===== src/rtl/thermo_pkg.sv =====
package thermo_pkg;

    typedef enum logic [1:0] {
        ST_IDLE   = 2'd0,
        ST_SEARCH = 2'd1,
        ST_DIV    = 2'd2,
        ST_DONE   = 2'd3
    } conv_state_e;

    // Code of breakpoint idx; fall selects the falling curve.
    function automatic int bp_code(input logic fall, input int idx,
                                   input int data_w, input int npts,
                                   input int c_rise, input int c_fall,
                                   input int step, input int bend);
        int full;
        int k;
        full = (1 << data_w) - 1;
        k    = idx - 1;
        if (idx <= 0)
            return fall ? full : 0;
        if (idx > npts)
            return full;
        if (fall)
            return c_fall - k * step - k / bend;
        return c_rise + k * step + k / bend;
    endfunction

    // Temperature of breakpoint idx (same for both curves).
    function automatic int bp_temp(input int idx, input int npts,
                                   input int t0, input int tstep);
        if (idx <= 0)
            return t0;
        if (idx > npts)
            return t0 + (npts - 1) * tstep;
        return t0 + (idx - 1) * tstep;
    endfunction

endpackage


===== src/rtl/thermo_bp_table.sv =====
module thermo_bp_table #(
    parameter int DATA_W = 10,
    parameter int IDX_W  = 6,
    parameter int NPTS   = 34,
    parameter int C_RISE = 400,
    parameter int C_FALL = 900,
    parameter int STEP   = 8,
    parameter int BEND   = 3,
    parameter int T0     = -40000,
    parameter int TSTEP  = 5000,
    parameter int PORTS  = 2
) (
    input  logic                          fall,
    input  logic [PORTS-1:0][IDX_W-1:0]   idx,
    output logic [PORTS-1:0][DATA_W-1:0]  code,
    output logic [PORTS-1:0][31:0]        temp
);
    import thermo_pkg::*;

    for (genvar p = 0; p < PORTS; p++) begin : g_port
        assign code[p] = DATA_W'(bp_code(fall, int'(idx[p]), DATA_W, NPTS,
                                         C_RISE, C_FALL, STEP, BEND));
        assign temp[p] = 32'(bp_temp(int'(idx[p]), NPTS, T0, TSTEP));
    end

endmodule


===== src/rtl/thermo_seq_div.sv =====
module thermo_seq_div #(
    parameter int W = 32
) (
    input  logic         clk,
    input  logic         rst_n,
    input  logic         start,
    input  logic [W-1:0] dividend,
    input  logic [W-1:0] divisor,
    output logic         done,
    output logic [W-1:0] quotient
);
    localparam int CNT_W = $clog2(W + 1);

    typedef struct packed {
        logic [W:0]       rem;
        logic [W-1:0]     quo;
        logic [W-1:0]     den;
        logic [CNT_W-1:0] cnt;
        logic             busy;
        logic             done;
    } div_t;

    div_t q, d;
    logic [W:0] shifted;
    logic [W:0] trial;

    always_comb begin
        d       = q;
        d.done  = 1'b0;
        shifted = {q.rem[W-1:0], q.quo[W-1]};
        trial   = shifted - {1'b0, q.den};
        if (start) begin
            d.rem  = '0;
            d.quo  = dividend;
            d.den  = divisor;
            d.cnt  = CNT_W'(W);
            d.busy = 1'b1;
        end else if (q.busy) begin
            if (!trial[W]) begin
                d.rem = trial;
                d.quo = {q.quo[W-2:0], 1'b1};
            end else begin
                d.rem = shifted;
                d.quo = {q.quo[W-2:0], 1'b0};
            end
            d.cnt = q.cnt - 1'b1;
            if (q.cnt == CNT_W'(1)) begin
                d.busy = 1'b0;
                d.done = 1'b1;
            end
        end
    end

    always_ff @(posedge clk or negedge rst_n) begin
        if (!rst_n) q <= '0;
        else        q <= d;
    end

    assign done     = q.done;
    assign quotient = q.quo;


    div_nonzero_chk: assert property (@(posedge clk) disable iff (!rst_n)
        start |-> divisor != '0);


    div_single_done_chk: assert property (@(posedge clk) disable iff (!rst_n)
        done |=> !done);

endmodule


===== src/rtl/thermo_code_conv.sv =====
module thermo_code_conv #(
    parameter int IN_W   = 12,
    parameter int DATA_W = 10,
    parameter int NPTS   = 34,
    parameter int C_RISE = 400,
    parameter int C_FALL = 900,
    parameter int STEP   = 8,
    parameter int BEND   = 3,
    parameter int T0     = -40000,
    parameter int TSTEP  = 5000,
    parameter int TEMP_W = 32,
    parameter int DIV_W  = 32
) (
    input  logic                     clk,
    input  logic                     rst_n,
    input  logic                     in_valid,
    output logic                     in_ready,
    input  logic [IN_W-1:0]          in_code,
    input  logic                     in_fall,
    output logic                     out_valid,
    output logic signed [TEMP_W-1:0] out_temp,
    output logic                     out_err
);
    import thermo_pkg::*;

    localparam int IDX_W    = $clog2(NPTS + 3);
    localparam int LEN_RISE = NPTS + 2;
    localparam int LEN_FALL = NPTS + 1;
    localparam int T_TOP    = T0 + (NPTS - 1) * TSTEP;
    localparam logic [DATA_W-1:0] FLOOR_RISE =
        DATA_W'(bp_code(1'b0, 1, DATA_W, NPTS, C_RISE, C_FALL, STEP, BEND));
    localparam logic [DATA_W-1:0] FLOOR_FALL =
        DATA_W'(bp_code(1'b1, NPTS, DATA_W, NPTS, C_RISE, C_FALL, STEP, BEND));

    typedef struct packed {
        conv_state_e              st;
        logic [DATA_W-1:0]        code;
        logic                     fall;
        logic [IDX_W-1:0]         lo;
        logic [IDX_W-1:0]         hi;
        logic signed [TEMP_W-1:0] base;
        logic signed [TEMP_W-1:0] temp;
        logic                     err;
    } conv_t;

    conv_t q, d;

    logic [IDX_W-1:0]            mid;
    logic [1:0][IDX_W-1:0]       tbl_idx;
    logic [1:0][DATA_W-1:0]      tbl_code;
    logic [1:0][31:0]            tbl_temp;
    logic [DATA_W-1:0]           code_m;
    logic [DATA_W-1:0]           c_mid, c_prev;
    logic [DATA_W-1:0]           gap_in, gap_bp;
    logic [31:0]                 t_step;
    logic                        hit, go_up, under;
    logic                        div_start, div_done;
    logic [DIV_W-1:0]            div_dvd, div_dvs, div_quo;

    assign mid        = IDX_W'(({1'b0, q.lo} + {1'b0, q.hi}) >> 1);
    assign tbl_idx[0] = mid;
    assign tbl_idx[1] = mid - 1'b1;

    thermo_bp_table #(
        .DATA_W (DATA_W), .IDX_W (IDX_W), .NPTS (NPTS),
        .C_RISE (C_RISE), .C_FALL (C_FALL), .STEP (STEP), .BEND (BEND),
        .T0 (T0), .TSTEP (TSTEP), .PORTS (2)
    ) u_table (
        .fall (q.fall),
        .idx  (tbl_idx),
        .code (tbl_code),
        .temp (tbl_temp)
    );

    thermo_seq_div #(.W(DIV_W)) u_div (
        .clk      (clk),
        .rst_n    (rst_n),
        .start    (div_start),
        .dividend (div_dvd),
        .divisor  (div_dvs),
        .done     (div_done),
        .quotient (div_quo)
    );

    always_comb begin
        code_m = in_code[DATA_W-1:0];
        under  = in_fall ? (code_m < FLOOR_FALL) : (code_m < FLOOR_RISE);
        c_mid  = tbl_code[0];
        c_prev = tbl_code[1];
        t_step = tbl_temp[0] - tbl_temp[1];
        gap_in = (c_prev > q.code) ? (c_prev - q.code) : (q.code - c_prev);
        gap_bp = (c_prev > c_mid) ? (c_prev - c_mid) : (c_mid - c_prev);
        hit    = q.fall ? (c_prev > q.code && q.code >= c_mid)
                        : (c_prev < q.code && q.code <= c_mid);
        go_up  = q.fall ? (q.code < c_mid) : (q.code > c_mid);
    end

    always_comb begin
        d         = q;
        div_start = 1'b0;
        div_dvd   = DIV_W'(t_step) * DIV_W'(gap_in);
        div_dvs   = DIV_W'(gap_bp);
        unique case (q.st)
            ST_IDLE: begin
                if (in_valid) begin
                    d.code = code_m;
                    d.fall = in_fall;
                    if (under) begin
                        d.err  = 1'b1;
                        d.temp = '0;
                        d.st   = ST_DONE;
                    end else begin
                        d.err = 1'b0;
                        d.lo  = IDX_W'(1);
                        d.hi  = in_fall ? IDX_W'(LEN_FALL - 1) : IDX_W'(LEN_RISE - 1);
                        d.st  = ST_SEARCH;
                    end
                end
            end
            ST_SEARCH: begin
                if (q.lo > q.hi) begin
                    d.err  = 1'b1;
                    d.temp = '0;
                    d.st   = ST_DONE;
                end else if (hit) begin
                    div_start = 1'b1;
                    d.base    = $signed(TEMP_W'(tbl_temp[1]));
                    d.st      = ST_DIV;
                end else if (go_up) begin
                    d.lo = mid + 1'b1;
                end else begin
                    d.hi = mid - 1'b1;
                end
            end
            ST_DIV: begin
                if (div_done) begin
                    d.temp = q.base + $signed(TEMP_W'(div_quo));
                    d.st   = ST_DONE;
                end
            end
            default: d.st = ST_IDLE;
        endcase
    end

    always_ff @(posedge clk or negedge rst_n) begin
        if (!rst_n) q <= '0;
        else        q <= d;
    end

    assign in_ready  = (q.st == ST_IDLE);
    assign out_valid = (q.st == ST_DONE);
    assign out_temp  = q.temp;
    assign out_err   = q.err;


    accept_busy_chk: assert property (@(posedge clk) disable iff (!rst_n)
        (in_valid && in_ready) |=> !in_ready);


    pulse_once_chk: assert property (@(posedge clk) disable iff (!rst_n)
        out_valid |=> (!out_valid && in_ready));


    err_zero_chk: assert property (@(posedge clk) disable iff (!rst_n)
        (out_valid && out_err) |-> out_temp == '0);


    temp_range_chk: assert property (@(posedge clk) disable iff (!rst_n)
        (out_valid && !out_err) |-> (out_temp >= T0 && out_temp <= T_TOP));


    search_lo_chk: assert property (@(posedge clk) disable iff (!rst_n)
        (q.st == ST_SEARCH) |-> q.lo != '0);

endmodule


===== config.mk =====
export PLATFORM = sky130hd
export DESIGN_NAME = thermo_code_conv
export DESIGN_NICKNAME = d
export VERILOG_FILES = /design/src/rtl/thermo_pkg.sv /design/src/rtl/thermo_bp_table.sv /design/src/rtl/thermo_seq_div.sv /design/src/rtl/thermo_code_conv.sv
export SDC_FILE = /design/constraint.sdc
export NUM_CORES = 1
export LEC_CHECK = 0
export BUFFER_PORTS_ARGS = -buffer_cell sky130_fd_sc_hd__clkbuf_2
export CAP_MARGIN = 10
export CORE_MARGIN = 2
export CORE_UTILIZATION = 60
export CTS_CLUSTER_DIAMETER = 80
export DETAILED_ROUTE_END_ITERATION = 6
export HOLD_SLACK_MARGIN = 0.1
export PLACE_DENSITY = 0.77
export SLEW_MARGIN = 15
export SYNTH_ARGS = -nofsm -noshare
export SYNTH_HDL_FRONTEND = slang
export SYNTH_HIERARCHICAL = 1
export SYNTH_SLANG_ARGS = --single-unit

===== constraint.sdc =====
create_clock -name clk -period 16.2 [get_ports clk]
set_input_delay 3.24 -clock clk [delete_from_list [all_inputs] [get_ports clk]]
set_output_delay 3.24 -clock clk [all_outputs]
set_load 0.02 [all_outputs]

==> flow_metrics.env <==
export IMPL_finalSetupTns_ns=0
export IMPL_port_buffers=48
export IMPL_cts_htree_levels=4
export IMPL_clock_path_buffers=2
export IMPL_min_path_cells=2
export IMPL_wirelength_mm=73.9
export IMPL_synth_top_flop_cell="dfrtp_1"
export IMPL_drv_cap=0
export IMPL_avgSynthCellArea_um2=8.30
export IMPL_cts_sink_count=194
export IMPL_initial_core_util_pct=60.4
export IMPL_cpMostUsedCell="ha_1"
export IMPL_diodes=0
export IMPL_syn_cell_area_mm2=0.0301
export IMPL_overflow=0
export IMPL_cp_required_ns=16.52
export IMPL_die_area_mm2=0.0519
export IMPL_synth_edf_count=0
export IMPL_drtIter0Drc=1792
export IMPL_place_gp_congestion=0.946
export IMPL_slew_violations=0
export IMPL_postRouteAntennaNets=0
export IMPL_cts_tree="yes"
export IMPL_min_to="out_temp[30]$_DFFE_PN0P_"
export IMPL_status="finished, final reports clean"
export IMPL_layout_min_cycle_time_ns=15.42
export IMPL_relSlewSlack_pct=30.1
export IMPL_wl_per_cell_um=17.2
export IMPL_chipWidth_um=228
export IMPL_critPathMaxStageDelay_ns=0.65
export IMPL_drt_pass1_iterations=5
export IMPL_drive_gt1_share_pct=9.44
export IMPL_reg2regPathDepth=67
export IMPL_syn_inst=3619
export IMPL_crit_fanout=12
export IMPL_fp_coreArea_mm2=0.0498
export IMPL_io_pins=51
export IMPL_yosys_warnings=6
export IMPL_area_growth_pct=5.62
export IMPL_vias=25200
export IMPL_ctsHoldBuffers=0
export IMPL_nNetsFinal=4193
export IMPL_worst_pin_slew_ns=1.04
export IMPL_startpoint_type="flip-flop"
export IMPL_cts_buffers=17
export IMPL_clkTransAtPathRegs_ns=0.08
export IMPL_grt_pass1_wl_mm=124
export IMPL_clk_latency_ns=0.46
export IMPL_postSynth_asyncResetShare_pct=100
export IMPL_drc=0
export IMPL_grt_pass1_vias=24700
export IMPL_dieHeight_um=228
export IMPL_fmax_ghz=0.0649
export IMPL_cpMaxStageDelayCell="fa_2"
export IMPL_reg2reg_slack_ns=0.78
export IMPL_yosysSeqAreaShare_pct=16.2
export IMPL_gr_usage_all_layers_pct=29.0
export IMPL_ys_ff_latch=194
export IMPL_cts_root_buf="clkbuf_16"
export IMPL_core_rowCount=82
export IMPL_hold_viol_final=0
export IMPL_r2r_start="q[65]$_DFFE_PN0P_"
export IMPL_synth_cell_types=112
export IMPL_routed_via_density=5.87
export IMPL_antenna_found_initial=0
export IMPL_worstPathArrival_ns=15.74
export IMPL_fin_worst_skew_ns=0.0196
export IMPL_reg2reg_to="u_div/quotient[31]$_DFFE_PN0P_"
export IMPL_hp_start="out_temp[30]$_DFFE_PN0P_"
export IMPL_crit_type="flip-flop to flip-flop"
export IMPL_dp_hpwl_mm=58.9
export IMPL_grt_max_degree=198
export IMPL_hp_class="flip-flop to flip-flop"
export IMPL_finalSetupViolCount=0
export IMPL_period_share_pct=95.2
export IMPL_cp_end_kind="flip-flop"
[cell usage after synthesis, drive strengths merged (13+ instances only)]
| master | n | area share, % |
|---|---|---|
| a211oi | 23 | 0.64 |
| a21boi | 15 | 0.37 |
| a21o | 63 | 1.6 |
| a21oi | 201 | 3.4 |
| a311oi | 23 | 0.80 |
| a31oi | 32 | 0.73 |
| and2 | 20 | 0.42 |
| and3 | 13 | 0.27 |
| buf | 118 | 2.8 |
| clkbuf | 80 | 1.0 |
| dfrtp | 194 | 16 |
| fa | 229 | 15 |
| ha | 338 | 14 |
| inv | 451 | 5.6 |
| mux2 | 52 | 2.0 |
| mux2i | 50 | 1.7 |
| nand2 | 345 | 4.3 |
| nand2b | 76 | 1.6 |
| nand3 | 54 | 0.90 |
| nand4 | 16 | 0.33 |
| nor2 | 330 | 4.2 |
| nor2b | 45 | 0.94 |
| nor3 | 41 | 0.75 |
| nor3b | 17 | 0.46 |
| nor4 | 15 | 0.36 |
| o211ai | 21 | 0.54 |
| o21a | 27 | 0.67 |
| o21ai | 234 | 3.9 |
| o21bai | 21 | 0.52 |
| o31ai | 26 | 0.67 |
| or2 | 25 | 0.52 |
| xnor2 | 166 | 5.0 |
| xor2 | 75 | 2.2 |
[per-layer routing]
metal / global-route usage [%] / vias up / share of wire (%)
met4: 8.53 / 0 / 2.6
met1: 39.4 / 12300 / 44
met5: 0 / - / 0
met3: 2.66 / 118 / 5.5
li1: - / 12100 / -
met2: 49.2 / 729 / 48
[layout by cell type (no fill, tap or decap), types with 11 or more instances in the layout]
cell         n
nor2b_1     45
mux2i_1     50
o31ai_1     25
nand3b_1    12
nor2_1     326
conb_1      28
dfrtp_1    193
a31oi_1     27
inv_1      448
nand4_1     16
nand2_1    345
xnor2_1    151
o211ai_1    20
o21ai_0    216
nand2b_1    76
a311oi_1    16
a211oi_1    19
mux2_2      51
clkbuf_2    47
xnor2_2     12
fa_1       228
a31o_2      12
o21bai_1    21
buf_4       92
nor4_1      14
ha_1       336
a21o_1      63
nand3_1     53
a21oi_1    196
o21ai_1     16
nor3b_1     15
and3_1      13
and2_1      17
or3_1       11
a21boi_0    12
clkbuf_16   17
o21a_1      27
nor3_1      36
xor2_1      72
or2_2       22
[worst max-delay path, delay by kind of cell, from the launching register on]
kind            cells  cell delay [ns]
flops               1             0.41
fa+ha+maj          20             7.11
buf+inv             9             0.78
xor+xnor            8             1.65
simple gates       11             1.96
compound gates     19             3.34
[how the worst max path moves through the flow]
stage                                          end              start  cells past startpoint  slack [ns]
finish              u_div/quotient[31]$_DFFE_PN0P_  q[65]$_DFFE_PN0P_                     67        0.78
floorplan           u_div/quotient[31]$_DFFE_PN0P_  q[65]$_DFFE_PN0P_                     70        0.45
detailed placement  u_div/quotient[31]$_DFFE_PN0P_  q[65]$_DFFE_PN0P_                     67        0.20
global route        u_div/quotient[31]$_DFFE_PN0P_  q[65]$_DFFE_PN0P_                     70       -0.08
CTS                 u_div/quotient[31]$_DFFE_PN0P_  q[65]$_DFFE_PN0P_                     67        0.09
global placement    u_div/quotient[31]$_DFFE_PN0P_  q[65]$_DFFE_PN0P_                     67        0.36
[sequential cells by signal (all words and copies together), names as in the netlist]
name,flops
u_div/quotient,32
u_div/done,1
out_err,1
q,57
u_div/q,71
out_temp,32
[area by class of cell]
cell class	count	area (µm²)
Inverter	453	1700
Multi-Input combinational cell	2800	22700
Clock inverter	14	179
Clock buffer	18	439
Sequential cell	194	4860
Timing Repair Buffer	144	1010
Fill cell	4182	18000
Tap cell	672	841
[metrics by stage]
step                      instance area, µm²  worst slack (ns)  hold WS [ns]  cells  util (%)
after floorplan                        30100             0.448         0.450   3645         -
after global placement                 30900             0.359         0.461   4258      62.1
after detailed placement               30900             0.205         0.470   4258      62.1
after CTS                              31500            0.0889         0.487   4290      63.3
after global routing                   31700           -0.0799         0.510   4295      63.8
final                                  31700             0.780         0.479   4295      63.8
[cells by family (layout without fill, tap and decap cells)]
group / after synthesis / in the layout / share of synthesized area (%)
AO/OA/AOI/OAI: 809 / 809 / 17.5
AND/OR/NAND/NOR: 1044 / 1044 / 16.3
multiplexers: 102 / 102 / 3.63
flip-flops: 194 / 194 / 16.2
adder cells (fa/ha/maj): 574 / 574 / 29.6
buffers and inverters: 651 / 629 / 9.45
XOR/XNOR: 243 / 243 / 7.34
other: 2 / 28 / 0.0250
[timing repair]
item	4_1_cts	5_1_grt
resized for setup	0	34
setup buffers	0	5
endpoints found under the setup margin	0	9
Power is not shown: default switching activity piles up to over one toggle a cycle in this logic, so the estimate is an artifact.
